==> config.mk <==
export PLATFORM = sky130hd
export DESIGN_NAME = acq_trigger_ctrl
export DESIGN_NICKNAME = d
export VERILOG_FILES = /design/src/rtl/acqtrig_pkg.sv /design/src/rtl/acqtrig_edge.sv /design/src/rtl/acqtrig_flags.sv /design/src/rtl/acqtrig_seq.sv /design/src/rtl/acq_trigger_ctrl.sv
export SDC_FILE = /design/constraint.sdc
export NUM_CORES = 1
export LEC_CHECK = 0
export ABC_AREA = 1
export CORE_MARGIN = 2
export CORE_UTILIZATION = 29
export CTS_CLUSTER_DIAMETER = 50
export DETAILED_ROUTE_END_ITERATION = 7
export DONT_BUFFER_PORTS = 1
export PLACE_DENSITY = 0.47
export SYNTH_ARGS = -nofsm -noshare
export SYNTH_HDL_FRONTEND = slang
export SYNTH_SLANG_ARGS = --single-unit
==> constraint.sdc <==
create_clock -name clk -period 2.25 [get_ports clk]
set_input_delay 0.1125 -clock clk [delete_from_list [all_inputs] [get_ports clk]]
set_output_delay 0.1125 -clock clk [all_outputs]
set_load 0.005 [all_outputs]
==> src/rtl/acqtrig_pkg.sv <==
package acqtrig_pkg;

  // Indices of the edge-detected control and trigger levels.
  localparam int unsigned EDGE_SW   = 0;
  localparam int unsigned EDGE_HW   = 1;
  localparam int unsigned EDGE_CASC = 2;
  localparam int unsigned EDGE_ARM  = 3;
  localparam int unsigned EDGE_CLR  = 4;
  localparam int unsigned NUM_EDGES = 5;

  // Indices of the sticky status flags.
  localparam int unsigned FLG_SW    = 0;
  localparam int unsigned FLG_CASC  = 1;
  localparam int unsigned FLG_HW    = 2;
  localparam int unsigned FLG_COMB  = 3;
  localparam int unsigned FLG_FRZ   = 4;
  localparam int unsigned NUM_FLAGS = 5;

  typedef struct packed {
    logic sw;
    logic casc;
    logic hw;
  } trig_ev_t;

  function automatic logic rise_of(input logic now_v, input logic prev_v);
    return now_v & ~prev_v;
  endfunction

  function automatic logic freeze_req(input logic sw_frz, input logic hw_req,
                                      input logic hw_en);
    return sw_frz | (hw_req & hw_en);
  endfunction

  function automatic logic any_event(input trig_ev_t ev);
    return ev.sw | ev.casc | ev.hw;
  endfunction

  // Whether an event in this cycle may start a frame.
  function automatic logic may_start(input logic ev, input logic busy,
                                     input logic cont, input logic armed);
    return ev & ~busy & (cont | armed);
  endfunction

endpackage

==> src/rtl/acqtrig_edge.sv <==
module acqtrig_edge #(
  parameter int unsigned N = 5
) (
  input  logic         clk,
  input  logic         rst_n,
  input  logic [N-1:0] lvl_i,
  output logic [N-1:0] rise_o
);
  import acqtrig_pkg::*;

  logic [N-1:0] prev_q;

  for (genvar i = 0; i < N; i++) begin : g_bit
    always_ff @(posedge clk) begin
      if (!rst_n) prev_q[i] <= 1'b0;
      else        prev_q[i] <= lvl_i[i];
    end
    assign rise_o[i] = rise_of(lvl_i[i], prev_q[i]);
  end

endmodule

==> src/rtl/acqtrig_flags.sv <==
module acqtrig_flags #(
  parameter int unsigned N = 5
) (
  input  logic         clk,
  input  logic         rst_n,
  input  logic [N-1:0] set_i,
  input  logic         clr_i,
  output logic [N-1:0] flag_o
);

  logic [N-1:0] flag_q;

  for (genvar i = 0; i < N; i++) begin : g_flag
    always_ff @(posedge clk) begin
      if (!rst_n)        flag_q[i] <= 1'b0;
      else if (clr_i)    flag_q[i] <= 1'b0;
      else if (set_i[i]) flag_q[i] <= 1'b1;
    end
  end

  assign flag_o = flag_q;

endmodule

==> src/rtl/acqtrig_seq.sv <==
module acqtrig_seq
  import acqtrig_pkg::*;
#(
  parameter int unsigned CNT_W = 32
) (
  input  logic             clk,
  input  logic             rst_n,
  input  trig_ev_t         ev_i,
  input  logic             arm_rise_i,
  input  logic             auto_rearm_i,
  input  logic             cont_mode_i,
  input  logic             acq_done_i,
  output logic             valid_o,
  output logic             start_o,
  output logic             busy_o,
  output logic             armed_o,
  output logic [CNT_W-1:0] count_o
);

  logic             start_q, busy_q, armed_q;
  logic [CNT_W-1:0] count_q;
  logic             trig_ok, rearm;

  always_comb begin
    trig_ok = may_start(any_event(ev_i), busy_q, cont_mode_i, armed_q);
    rearm   = acq_done_i & busy_q & auto_rearm_i & ~cont_mode_i;
  end

  always_ff @(posedge clk) begin
    if (!rst_n) begin
      start_q <= 1'b0;
      busy_q  <= 1'b0;
      armed_q <= 1'b0;
      count_q <= '0;
    end else begin
      start_q <= trig_ok;
      if (trig_ok)         busy_q <= 1'b1;
      else if (acq_done_i) busy_q <= 1'b0;
      if (arm_rise_i)                    armed_q <= 1'b1;
      else if (trig_ok && !cont_mode_i)  armed_q <= 1'b0;
      else if (rearm)                    armed_q <= 1'b1;
      if (trig_ok) count_q <= count_q + 1'b1;
    end
  end

  assign valid_o = trig_ok;
  assign start_o = start_q;
  assign busy_o  = busy_q;
  assign armed_o = armed_q;
  assign count_o = count_q;

endmodule

==> src/rtl/acq_trigger_ctrl.sv <==
module acq_trigger_ctrl
  import acqtrig_pkg::*;
#(
  parameter int unsigned CNT_W = 32
) (
  input  logic             clk,
  input  logic             rst_n,
  input  logic             sw_trig_bit,
  input  logic             hw_trig_i,
  input  logic             casc_trig_i,
  input  logic             arm_bit,
  input  logic             auto_rearm_bit,
  input  logic             casc_en_bit,
  input  logic             cont_mode_bit,
  input  logic             sw_freeze_bit,
  input  logic             hw_freeze_req_i,
  input  logic             hw_freeze_en_bit,
  input  logic             clr_status_bit,
  input  logic             acq_done_i,
  output logic             start_o,
  output logic             busy_o,
  output logic             armed_o,
  output logic             freeze_o,
  output logic             sts_sw_o,
  output logic             sts_casc_o,
  output logic             sts_hw_o,
  output logic             sts_comb_o,
  output logic             sts_frz_o,
  output logic [CNT_W-1:0] trig_count_o
);

  logic [NUM_EDGES-1:0] lvl, rises;
  logic [NUM_FLAGS-1:0] flag_set, flags;
  trig_ev_t             trig_ev;
  logic                 arm_rise, clr_rise, trig_valid;

  always_comb begin
    lvl            = '0;
    lvl[EDGE_SW]   = sw_trig_bit;
    lvl[EDGE_HW]   = hw_trig_i;
    lvl[EDGE_CASC] = casc_trig_i;
    lvl[EDGE_ARM]  = arm_bit;
    lvl[EDGE_CLR]  = clr_status_bit;
  end

  acqtrig_edge #(.N(NUM_EDGES)) u_edge (
    .clk    (clk),
    .rst_n  (rst_n),
    .lvl_i  (lvl),
    .rise_o (rises)
  );

  always_comb begin
    trig_ev.sw   = rises[EDGE_SW];
    trig_ev.hw   = rises[EDGE_HW];
    trig_ev.casc = rises[EDGE_CASC] & casc_en_bit;
    arm_rise     = rises[EDGE_ARM];
    clr_rise     = rises[EDGE_CLR];
    freeze_o     = freeze_req(sw_freeze_bit, hw_freeze_req_i, hw_freeze_en_bit);
  end

  acqtrig_seq #(.CNT_W(CNT_W)) u_seq (
    .clk          (clk),
    .rst_n        (rst_n),
    .ev_i         (trig_ev),
    .arm_rise_i   (arm_rise),
    .auto_rearm_i (auto_rearm_bit),
    .cont_mode_i  (cont_mode_bit),
    .acq_done_i   (acq_done_i),
    .valid_o      (trig_valid),
    .start_o      (start_o),
    .busy_o       (busy_o),
    .armed_o      (armed_o),
    .count_o      (trig_count_o)
  );

  always_comb begin
    flag_set           = '0;
    flag_set[FLG_SW]   = trig_ev.sw;
    flag_set[FLG_CASC] = trig_ev.casc;
    flag_set[FLG_HW]   = trig_ev.hw;
    flag_set[FLG_COMB] = trig_valid;
    flag_set[FLG_FRZ]  = freeze_o;
  end

  acqtrig_flags #(.N(NUM_FLAGS)) u_flags (
    .clk    (clk),
    .rst_n  (rst_n),
    .set_i  (flag_set),
    .clr_i  (clr_rise),
    .flag_o (flags)
  );

  assign sts_sw_o   = flags[FLG_SW];
  assign sts_casc_o = flags[FLG_CASC];
  assign sts_hw_o   = flags[FLG_HW];
  assign sts_comb_o = flags[FLG_COMB];
  assign sts_frz_o  = flags[FLG_FRZ];

endmodule

# ---- Word-level counts from Yosys, hierarchy flattened
# Cells that the tools add are included.
dict set report word_totals {
  elab_cells 49
  reg_bits 45
  output_inout_bits 41
}
dict set report classes {
  n_bitwise 24
  reduce_logical 5
  n_addsub 1
  n_mux 5
}
# op count
set op_table {}
lappend op_table {{$add A32 B1 Y32 const B} 1}
lappend op_table {{$and A1 B1 Y1} 12}
lappend op_table {{$not A1 Y1} 8}
lappend op_table {{$mux W1} 5}
lappend op_table {{$or A1 B1 Y1} 4}
lappend op_table {{$reduce_bool A3 Y1} 1}
lappend op_table {{$reduce_bool A2 Y1} 1}
lappend op_table {{$reduce_or A2 Y1} 1}
lappend op_table {{$logic_and A1 B1 Y1} 1}
lappend op_table {{$logic_not A1 Y1} 1}

# ---- Logic depth before layout (Yosys ltp)
# Gate-level depths: netlist of run 1.
dict set report depth {
  ltp_word 10
  depth_mapped 10
  ltp_nobuf 10
}

# ---- Modules after synthesis
# Synthesis of run 1 repeated with hierarchy kept, for this count alone.
dict set report hier_totals {
  hier_cells 333
  area_unflattened_um2 2223.4
}
# module cells_per_inst n_inst area_each_um2
set by_module_without_submodules {}
lappend by_module_without_submodules {acqtrig_seq 286 1 1881.8}
lappend by_module_without_submodules {acqtrig_edge 25 1 175.2}
lappend by_module_without_submodules {acqtrig_flags 17 1 147.6}
lappend by_module_without_submodules {acq_trigger_ctrl 5 1 18.8}

# ---- Worst setup path after synthesis of run 1
# No wires, ideal clock.
dict set report synth_path {
  kind {register to register}
  start {register u_seq.count_q[0] (netlist: u_seq.count_o[0])}
  end {register u_seq.count_q[16] (netlist: u_seq.count_o[16])}
  stages_incl_launch_ff 11
  t_arrival_ns 1.241
  setup_slack_ns 0.896
  path_buffers 0
  required_ns 2.137
  path_cell_list {dfxtp_1 > ha_1 > nand2_1 > nor2_1 > nand2_1 > inv_1 > nand2_1 > nor2_1 > nand2_1 > nand2_1 > nor2_1}
}
dict set report synth_between {
  elab_chain_cells 1
}
# element line
set synth_rtl {}
lappend synth_rtl {{start: declaration} acqtrig_seq.sv:21} ;# logic [CNT_W-1:0] count_q;
lappend synth_rtl {{start signal: assignment} acqtrig_seq.sv:42} ;# if (trig_ok) count_q <= count_q + 1'b1;
lappend synth_rtl {{$add A32 B1 Y32} acqtrig_seq.sv:42}
# Every way passes these cells.
# A chain may end at the register's enable or synchronous reset.

# ---- Worst setup path in the final report of run 1
# Same ends and word-level chain as after synthesis.

==> results of run 1 <==
[state kept, by name, indices dropped and copies added, names as in the netlist]
signal and count:
u_seq.count_o 32, u_edge.prev_q 5, u_flags.flag_o 5, u_seq.armed_o 1, u_seq.busy_o 1, u_seq.start_o 1
[worst paths after layout]
kind              depth (start not counted)                end  slack, ns        startpoint
hold reg to reg                           1      u_seq.armed_o       0.44  u_edge.prev_q[3]
hold / removal                            4  u_flags.flag_o[4]       0.04     sw_freeze_bit
setup / recovery                         10  u_seq.count_o[16]       0.63  u_seq.count_o[0]
setup reg to reg                         10  u_seq.count_o[16]       0.63  u_seq.count_o[0]
[worst register-to-register path: cells and delay by family, from the launching register on]
family / cells / cell delay, ns
fa+ha+maj: 1 / 0.20
simple gates: 8 / 0.84
buf+inv: 1 / 0.08
flops: 1 / 0.42
[timing repair]
action / 4_1_cts / 5_1_grt
hold buffers: 12 / 0
hold endpoints to repair: 32 / 0
buffers inserted: 0 / 0
[cells in the mapped netlist, types with 4 or more instances]
cell and n:
a21oi_1 16, dfxtp_1 45, inv_1 53, nand2_1 80
nand2_2 7, nand3_1 21, nand4_1 15, nor2_1 76
nor2_4 7, nor3b_1 4, o21ai_0 11
[layer usage]
metal	GRT usage, %	up-vias	wire (um)
li1	-	1154	-
met5	0	-	0
met3	3.77	10	355
met1	19.7	968	2900
met4	4.83	0	131
met2	24.4	42	2820
[cell type report]
cell class	count	area (um2)
Clock inverter	3	47.5
Fill cell	864	5080
Clock buffer	5	68.8
Multi-Input combinational cell	255	1210
Tap cell	102	128
Sequential cell	45	901
Timing Repair Buffer	13	128
Inverter	53	199
[kinds of logic after synthesis]
group / after synthesis / synth area share (%)
AND/OR/NAND/NOR: 218 / 42.0
buffers and inverters: 60 / 10.0
flip-flops: 45 / 38.4
AO/OA/AOI/OAI: 34 / 8.37
XOR/XNOR: 2 / 0.746
adder cells (fa/ha/maj): 1 / 0.533
[power by group through the flow]
stage / clock, mW / sequential, mW / combinational (mW)
after floorplan: 0 / 0.851 / 0.0839
after global placement: 0 / 0.854 / 0.0923
after detailed placement: 0 / 0.855 / 0.0925
after CTS: 0.682 / 0.836 / 0.117
after global routing: 0.706 / 0.839 / 0.133
final: 0.659 / 0.835 / 0.115
==> qor.txt, run 1 <==
Outcome = completed
Final Core Density = 34.5%
Max-slew violation count = 0
Drt drc = 0
Post-synthesis instance area = 2350 um2
Share of cells above drive strength 1 = 7.22%
DR vias/cell = 4.57
Worst setup EP type = register
Final setup fails = 0
Internal power component = 1.20 mW
Final hold slack = 0.0423 ns
Finished Cell Area = 2680 um2
DP HPWL = 4530 um
Antenna viol nets, final = 0
Synth Warn # = 0
DP Cell Count = 456
Worst-margin pin slew = 1.03 ns
Later-pin clock latency in the skew report = 0.31 ns
Clock power share = 40.9%
Post-synthesis sequential area ratio = 38.4%
Max frequency = 616 MHz
Endpoints failing hold = 0
CTS resizes = 0
Die height = 94.0 um
Syn avg cell area = 6.52 um2
1st-pass router iterations = 4
CP max stage cell = dfxtp_1
Top cell by count, worst path = nand2_1
Global-route wire length before repair = 10600 um
Post-synth EDFFs = 0
Htree depth = 2
Layout Cells excl Fill = 476
Pin count of the biggest net entering global routing = 26
Hold Path Class = input pin to register
Post-layout power = 1.61 mW
Top-level I/O count = 55
Initial antenna violation count = 0
Final worst setup slack = 0.627 ns
Commonest cells after routing, fill and taps aside = nand2_1, nor2_1, inv_1
Initial Util = 30.2%
Synth area leader = dfxtp_1
Initial drt markers = 60
Commonest non-fill, non-tap cell in the layout = nand2_1
CP peak stage delay = 0.42 ns
Average wire per cell in the routed design = 13.0 um
Sink Count = 45
Tcrit/Tclk final = 72.1%
Switch share = 25.3%
Switching pwr = 0.407 mW
Row cnt = 32
Vias after detailed routing = 2174
Routed WL = 6210 um
Clk slew on worst S/H paths = 0.10 ns
N_diodes = 0
GRT overflow = 0
Worst EP required = 2.46 ns
Crit path max-delay family = simple AND/OR/NAND/NOR gates
Total negative slack = 0 ns
Final Critical Period = 1.62 ns
Crit-path cells = ha_1 -> nand2_1 -> nor2_1 -> nand2_1 -> inv_1 -> nand2_1 -> nor2_1 -> nand2_1 -> nand2_1 -> nor2_1
Nets@finish = 388
Placer congestion estimate = 0.802
Die X-Extent = 94.0 um
IO Port Bufs = 0
Number of global-route vias before repair = 2147
RSZ-0062 raised after global routing = false
Top cells by area, synth = dfxtp_1, nand2_1, nor2_1
CP Launch Type = register
Crit path DAT = 1.83 ns
CTS tree = done
LEAKAGE = 0.959 nW
Post-synthesis net count = 375
Combinational fraction of design power = 7.1%
Placed Area = 2450 um2
CTS buffer count = 5
Sequential power share = 51.9%
Post-synthesis cell type count = 26
Yosys reg bits = 45
Mapped Cells = 360
Power Density = 600 nW/um2
Crit-path max FO = 5
Top cell type's share of synthesized area = 38.4%
Async SR Flop Fraction = 0%
VDD IR max = 0.234 mV
Primary FF master, synth = dfxtp_1
Die area = 8830 um2
Clock Path Buffers = 2
Max_cap viols = 0
CP bufs+invs = 1
Slew HR = 31.4%
Pre-CTS setup slack = 0.624 ns
Worst setup path category = register to register
Core area = 7770 um2
Global Route Usage Sum = 15.1%
Area grow syn2layout = 14.3%
Clock root cell = clkbuf_8
Skew final = 0.00879 ns
Power figures use the tool's default switching activity.
==> run 2, diff against run 1 <==
--- a/config.mk
+++ b/config.mk
@@ -5,7 +5,7 @@
 export SDC_FILE = /design/constraint.sdc
 export NUM_CORES = 1
 export LEC_CHECK = 0
-export ABC_AREA = 1
+export ABC_AREA = 0
 export CORE_MARGIN = 2
 export CORE_UTILIZATION = 29
 export CTS_CLUSTER_DIAMETER = 50
==> constraint.sdc (replaced) <==
create_clock -name clk -period 1.65 [get_ports clk]
set_input_delay 0.0825 -clock clk [delete_from_list [all_inputs] [get_ports clk]]
set_output_delay 0.0825 -clock clk [all_outputs]
set_load 0.005 [all_outputs]
==> qor.txt, run 2 <==
GRT overflow = 0 (unchanged)
Largest family of logic cells by synthesized area = simple AND/OR/NAND/NOR gates
Post-Synth Adder-Cell Area = 0.599% (+0.066 points)
Hold Path Class = input pin to register
Initial Util = 30.4% (+0.20 points)
CTS buffer count = 5 (unchanged)
Mapped Cells = 236 (-34%)
Routed WL = 6450 um (+3.8%)
DP Cell Count = 362 (-21%)
Nets@finish = 318 (-18%)
Core area = 6870 um2 (-12%)
Global Route Usage Sum = 15.5% (+0.46 points)
Row cnt = 30 (-6.3%)
VDD IR max = 0.475 mV (+100%)
Number of global-route vias before repair = 1848 (-14%)
Crit path max-delay family = simple AND/OR/NAND/NOR gates
CP max stage cell = or4_1
Failing checks = negative setup slack
Sink Count = 45 (unchanged)
N_diodes = 0 (unchanged)
LEAKAGE = 1.18 nW (+23%)
Initial drt markers = 57 (-5.0%)
Top-level I/O count = 55 (unchanged)
Worst EP required = 1.89 ns (-0.57 ns)
Initial antenna violation count = 0 (unchanged)
Async SR Flop Fraction = 0% (unchanged)
Primary FF master, synth = dfxtp_1
1st-pass router iterations = 4 (unchanged)
Synth Area in Simple Gates = 29.9% (-12 points)
Post-synthesis net count = 251 (-33%)
Die area = 7900 um2 (-11%)
Drt drc = 0 (unchanged)
Max frequency = 557 MHz (-9.6%)
Synth top cells by count = dfxtp_1, a21oi_1, nand2_1
Worst setup EP type = register
Post-synthesis sequential area ratio = 43.1% (+4.7 points)
Later-pin clock latency in the skew report = 0.30 ns (about the same)
Worst-margin pin slew = 0.682 ns (-0.343 ns)
Post-synth EDFFs = 0 (unchanged)
Post-Synth XOR/XNOR Area = 0.419% (-0.33 points)
Final setup fails = 19 (+19)
Max_cap viols = 0 (unchanged)
Multiplexer share of the synthesized area = 2.40% (+2.4 points)
Worst setup path category = register to register
Htree depth = 2 (unchanged)
Die X-Extent = 88.9 um (-5.4%)
Crit path DAT = 2.03 ns (+0.20 ns)
Total negative slack = -1.42 ns (-1.42 ns)
DR vias/cell = 5.22 (+14%)
Clock Path Buffers = 2 (unchanged)
Commonest cells after routing, fill and taps aside = buf_4, dfxtp_1, nand2_1
Post-layout power = 2.30 mW (+43%)
CP peak stage delay = 0.52 ns (+0.10 ns)
CP bufs+invs = 0 (-1)
RSZ-0062 raised after global routing = true
IO Port Bufs = 0 (unchanged)
Area grow syn2layout = 53.7%
Most frequent cell after synthesis = dfxtp_1
CP Launch Type = register
Tcrit/Tclk final = 109% (+37 points)
Skew final = 0.00462 ns (-0.00418 ns)
CTS tree = done
DP HPWL = 3980 um (-12%)
Die height = 88.9 um (-5.4%)
Final hold slack = 0.00893 ns (-0.0334 ns)
Synth Warn # = 0 (unchanged)
Final worst setup slack = -0.144 ns (-0.772 ns)
Clk slew on worst S/H paths = 0.09 ns (about the same)
Pre-CTS setup slack = -0.187 ns (-0.811 ns)
Crit-path cells = ha_4 -> nand3_4 -> or4_4 -> or4_1 -> a21oi_1
Post-synthesis instance area = 2090 um2 (-11%)
Synth Area in Compound Gates = 19.1% (+11 points)
Share of cells above drive strength 1 = 44.4% (+37 points)
Pin count of the biggest net entering global routing = 24 (-7.7%)
Top cell type's share of synthesized area = 43.1% (+4.7 points)
Crit-path max FO = 8 (+3)
Top cells by area, synth = dfxtp_1, a21oi_1, or4_1
Outcome = finished with violations
Layout Cells excl Fill = 400 (-16%)
Average wire per cell in the routed design = 16.1 um (+24%)
Slew HR = 54.5% (+23 points)
Commonest non-fill, non-tap cell in the layout = buf_4
Max-slew violation count = 0 (unchanged)
Post-synthesis cell type count = 44 (+69%)
Power Density = 718 nW/um2 (+20%)
Clock root cell = clkbuf_8
Global-route wire length before repair = 9300 um (-12%)
Antenna viol nets, final = 0 (unchanged)
Syn avg cell area = 8.85 um2 (+36%)
Max reg flops = 32 (unchanged)
Yosys reg bits = 45 (unchanged)
Synth area leader = dfxtp_1
Endpoints failing hold = 0 (unchanged)
Vias after detailed routing = 2086 (-4.0%)
Final Critical Period = 1.79 ns (+0.172 ns)
Placer congestion estimate = 0.736 (-8.2%)
[run 2: path summary, 6_finish.rpt]
kind                             to  depth (start not counted)        startpoint  slack, ns
setup reg to reg  u_seq.count_o[20]                          5  u_seq.count_o[1]      -0.14
hold / removal        u_seq.armed_o                          2     cont_mode_bit      0.009
setup / recovery  u_seq.count_o[20]                          5  u_seq.count_o[1]      -0.14
hold reg to reg       u_seq.armed_o                          2  u_edge.prev_q[3]       0.49
[run 2: report_power, final]
group	switching, mW	internal, mW
Sequential	0.0203	1.11
Clock	0.398	0.493
Combinational	0.135	0.150
Total	0.553	1.75
[run 2: logic make-up after synthesis]
kind of cell	count (synthesis)
AOI/OAI and AO/OA	62
xor gates and xnor gates	1
adders and majority gates	1
buffers and inverters	19
DFF	45
muxes	5
and+or+nand+nor	103
[run 2: area by class of cell]
cell class | count | area [um2]
sequential | 45 | 933
multi-input combinational | 173 | 1340
inverter | 4 | 15.0
clock buffer | 6 | 82.6
fill | 669 | 3660
timing repair buffer | 74 | 681
clock inverter | 2 | 37.5
tap | 96 | 120
[run 2: metrics by stage]
stage	util [%]	area (um2)
final	46.7	3210
after global routing	46.7	3210
after CTS	42.7	2940
after detailed placement	37.6	2580
after global placement	37.6	2580
after floorplan	-	2170
[run 2: metal layers]
layer | part of all wire (%) | vias up | global-route usage, %
li1 | - | 1029 | -
met4 | 0.82 | 0 | 4.55
met5 | 0 | - | 0
met2 | 48 | 47 | 25.5
met1 | 44 | 1005 | 19.4
met3 | 6.7 | 5 | 5.22
[run 2: what timing repair did]
action,4_1_cts,5_1_grt
cloned,2,2
endpoints found under the setup margin,24,26
hold endpoints to repair,13,0
resized for setup,20,41
hold buffers,7,0
setup buffers,8,12
pin swaps,13,21
==> run 3, diff against run 2 <==
--- a/config.mk
+++ b/config.mk
@@ -12,6 +12,8 @@
 export DETAILED_ROUTE_END_ITERATION = 7
 export DONT_BUFFER_PORTS = 1
 export PLACE_DENSITY = 0.47
+export RECOVER_POWER = 100
+export SLEW_MARGIN = 20
 export SYNTH_ARGS = -nofsm -noshare
 export SYNTH_HDL_FRONTEND = slang
 export SYNTH_SLANG_ARGS = --single-unit
==> qor.txt, run 3 (synthesis gave the netlist of run 2 again) <==
Outcome = finished with violations
Failing checks = negative setup slack
CTS buffer count = 5 (unchanged)
Endpoints failing hold = 0 (unchanged)
CP Launch Type = register
Sequential power share = 49.0% (about the same)
Tcrit/Tclk final = 110% (+1.7 points)
RSZ-0062 raised after global routing = true
Switch share = 24.1% (+0.15 points)
Final worst setup slack = -0.172 ns (-0.0278 ns)
Die area = 7900 um2 (unchanged)
Final setup fails = 19 (unchanged)
Max reg flops = 32 (unchanged)
Final Core Density = 45.9% (-0.84 points)
Final Critical Period = 1.82 ns (+0.0278 ns)
Placer congestion estimate = 0.736 (unchanged)
Row cnt = 30 (unchanged)
Reg2Reg Setup Slack = -0.17 ns (-0.03 ns)
Worst EP required = 1.89 ns (about the same)
Worst-margin pin slew = 0.688 ns (+0.00581 ns)
DP HPWL = 3980 um (unchanged)
Power Density = 730 nW/um2 (+1.8%)
Global Route Usage Sum = 15.5% (unchanged)
Antenna viol nets, final = 0 (unchanged)
Critical R2R Launch = u_seq.count_o[8]
Post-layout power = 2.30 mW (about the same)
VDD IR max = 0.476 mV (+0.27%)
Later-pin clock latency in the skew report = 0.30 ns (about the same)
IO Port Bufs = 0 (unchanged)
Clock root cell = clkbuf_8
Number of global-route vias before repair = 1848 (unchanged)
Crit path DAT = 2.06 ns (+0.03 ns)
Max frequency = 549 MHz (-1.5%)
Clock Path Buffers = 2 (unchanged)
Commonest cells after routing, fill and taps aside = buf_4, dfxtp_1, nand2_1
Clk slew on worst S/H paths = 0.09 ns (about the same)
Hold Path Class = input pin to register
HP Start = cont_mode_bit
Fillers = 676 (+1.0%)
Sink Count = 45 (unchanged)
Die height = 88.9 um (unchanged)
N_diodes = 0 (unchanged)
Nets@finish = 318 (unchanged)
Area of the multi-input gates = 1340 um2 (unchanged)
Total negative slack = -1.91 ns (-0.490 ns)
Worst setup EP type = register
Reg area = 928 um2 (-0.54%)
Core area = 6870 um2 (unchanged)
Clock power share = 38.8% (about the same)
CTS tree = done
Initial Util = 30.4% (unchanged)
Initial drt markers = 68 (+19%)
Routed WL = 6460 um (+0.22%)
Slew HR = 54.1% (-0.39 points)
Vias after detailed routing = 2091 (+0.24%)
Crit-path max FO = 7 (-1)
Worst setup path category = register to register
Max-slew violation count = 0 (unchanged)
Internal power component = 1.75 mW (-0.26%)
Initial antenna violation count = 0 (unchanged)
Pin count of the biggest net entering global routing = 24 (unchanged)
Skew final = 0.00486 ns (+0.000247 ns)
GRT overflow = 0 (unchanged)
Die X-Extent = 88.9 um (unchanged)
Top-level I/O count = 55 (unchanged)
Drt drc = 0 (unchanged)
Htree depth = 2 (unchanged)
Area grow syn2layout = 50.9%
1st-pass router iterations = 4 (unchanged)
Global-route wire length before repair = 9300 um (unchanged)
RR Endpoint = u_seq.count_o[23]
Combinational fraction of design power = 12.2% (-0.2 points)
Share of cells above drive strength 1 = 38.5% (-5.9 points)
Switching pwr = 0.556 mW (+0.56%)
R2r worst-path depth = 6 (+1)
Worst Hold Path EP = u_seq.armed_o
LEAKAGE = 1.12 nW (-5.1%)
Max_cap viols = 0 (unchanged)
DR vias/cell = 5.23 (+0.24%)
Hold Path Depth = 2 (unchanged)
Average wire per cell in the routed design = 16.2 um (+0.22%)
run 3: changes by cell type in the layout (fill, tap and decap cells not counted):
| cell | before | now |
|---|---|---|
| buf_4 | 49 | 35 |
| clkbuf_1 | 0 | 14 |
| dfxtp_1 | 31 | 35 |
| dfxtp_2 | 8 | 4 |
run 3: final cells by class:
class	instances	area share [%]
Tap cell	96	3.81
Clock buffer	6	2.62
Clock inverter	2	1.19
Timing Repair Buffer	74	19.9
Multi-Input combinational cell	173	42.5
Inverter	4	0.476
Sequential cell	45	29.4
run 3: per-stage QoR:
stage / instances / setup slack [ns] / area [um2] / hold slack [ns]
finish: 400 / -0.172 / 3150 / 0.00863
global route: 400 / -0.254 / 3150 / 0.0211
CTS: 387 / -0.170 / 2940 / 0.00373
detailed placement: 362 / -0.187 / 2580 / 0.210
global placement: 362 / -0.147 / 2580 / 0.205
floorplan: 236 / -0.144 / 2170 / 0.204
run 3: timing repair:
item,in CTS,in global routing
endpoints found under the hold margin,13,0
gates resized for setup,20,41
hold buffers,7,0
endpoints found under the setup margin,24,26
cloned,2,2
pin swaps,13,21
setup buffers,8,12
run 3: worst max-delay path by stage:
stage | startpoint | end | slack [ns] | cells past startpoint
2_1_floorplan | u_seq.count_o[7] | u_seq.count_o[20] | -0.14 | 5
3_3_place_gp | u_seq.count_o[12] | u_seq.count_o[28] | -0.15 | 4
3_5_place_dp | u_seq.count_o[1] | u_seq.count_o[26] | -0.19 | 5
4_1_cts | u_seq.count_o[1] | u_seq.count_o[26] | -0.17 | 5
5_1_grt | u_seq.count_o[7] | u_seq.count_o[20] | -0.25 | 4
6_report | u_seq.count_o[8] | u_seq.count_o[23] | -0.17 | 6
run 3: power groups by stage:
stage | logic, mW | registers [mW] | clock network (mW)
after floorplan | 0.103 | 1.16 | 0
after detailed placement | 0.196 | 1.16 | 0
after global routing | 0.304 | 1.13 | 0.939
final | 0.281 | 1.13 | 0.893
after CTS | 0.217 | 1.13 | 0.906
after global placement | 0.194 | 1.16 | 0
run 3: routing by layer:
metal / track usage (%) / up-vias / share of wire (%)
li1: - / 1029 / -
met1: 19.4 / 1015 / 45
met2: 25.5 / 43 / 49
met3: 5.22 / 4 / 5.9
met4: 4.55 / 0 / 0.79
met5: 0 / - / 0
run 3: critical path: stages (launching register included):
cell and delay, ns:
dfxtp_2 0.34, clkbuf_1 0.27, and4_1 0.30, nand4bb_4 0.14
buf_6 0.16, or4_4 0.42, a21oi_2 0.15
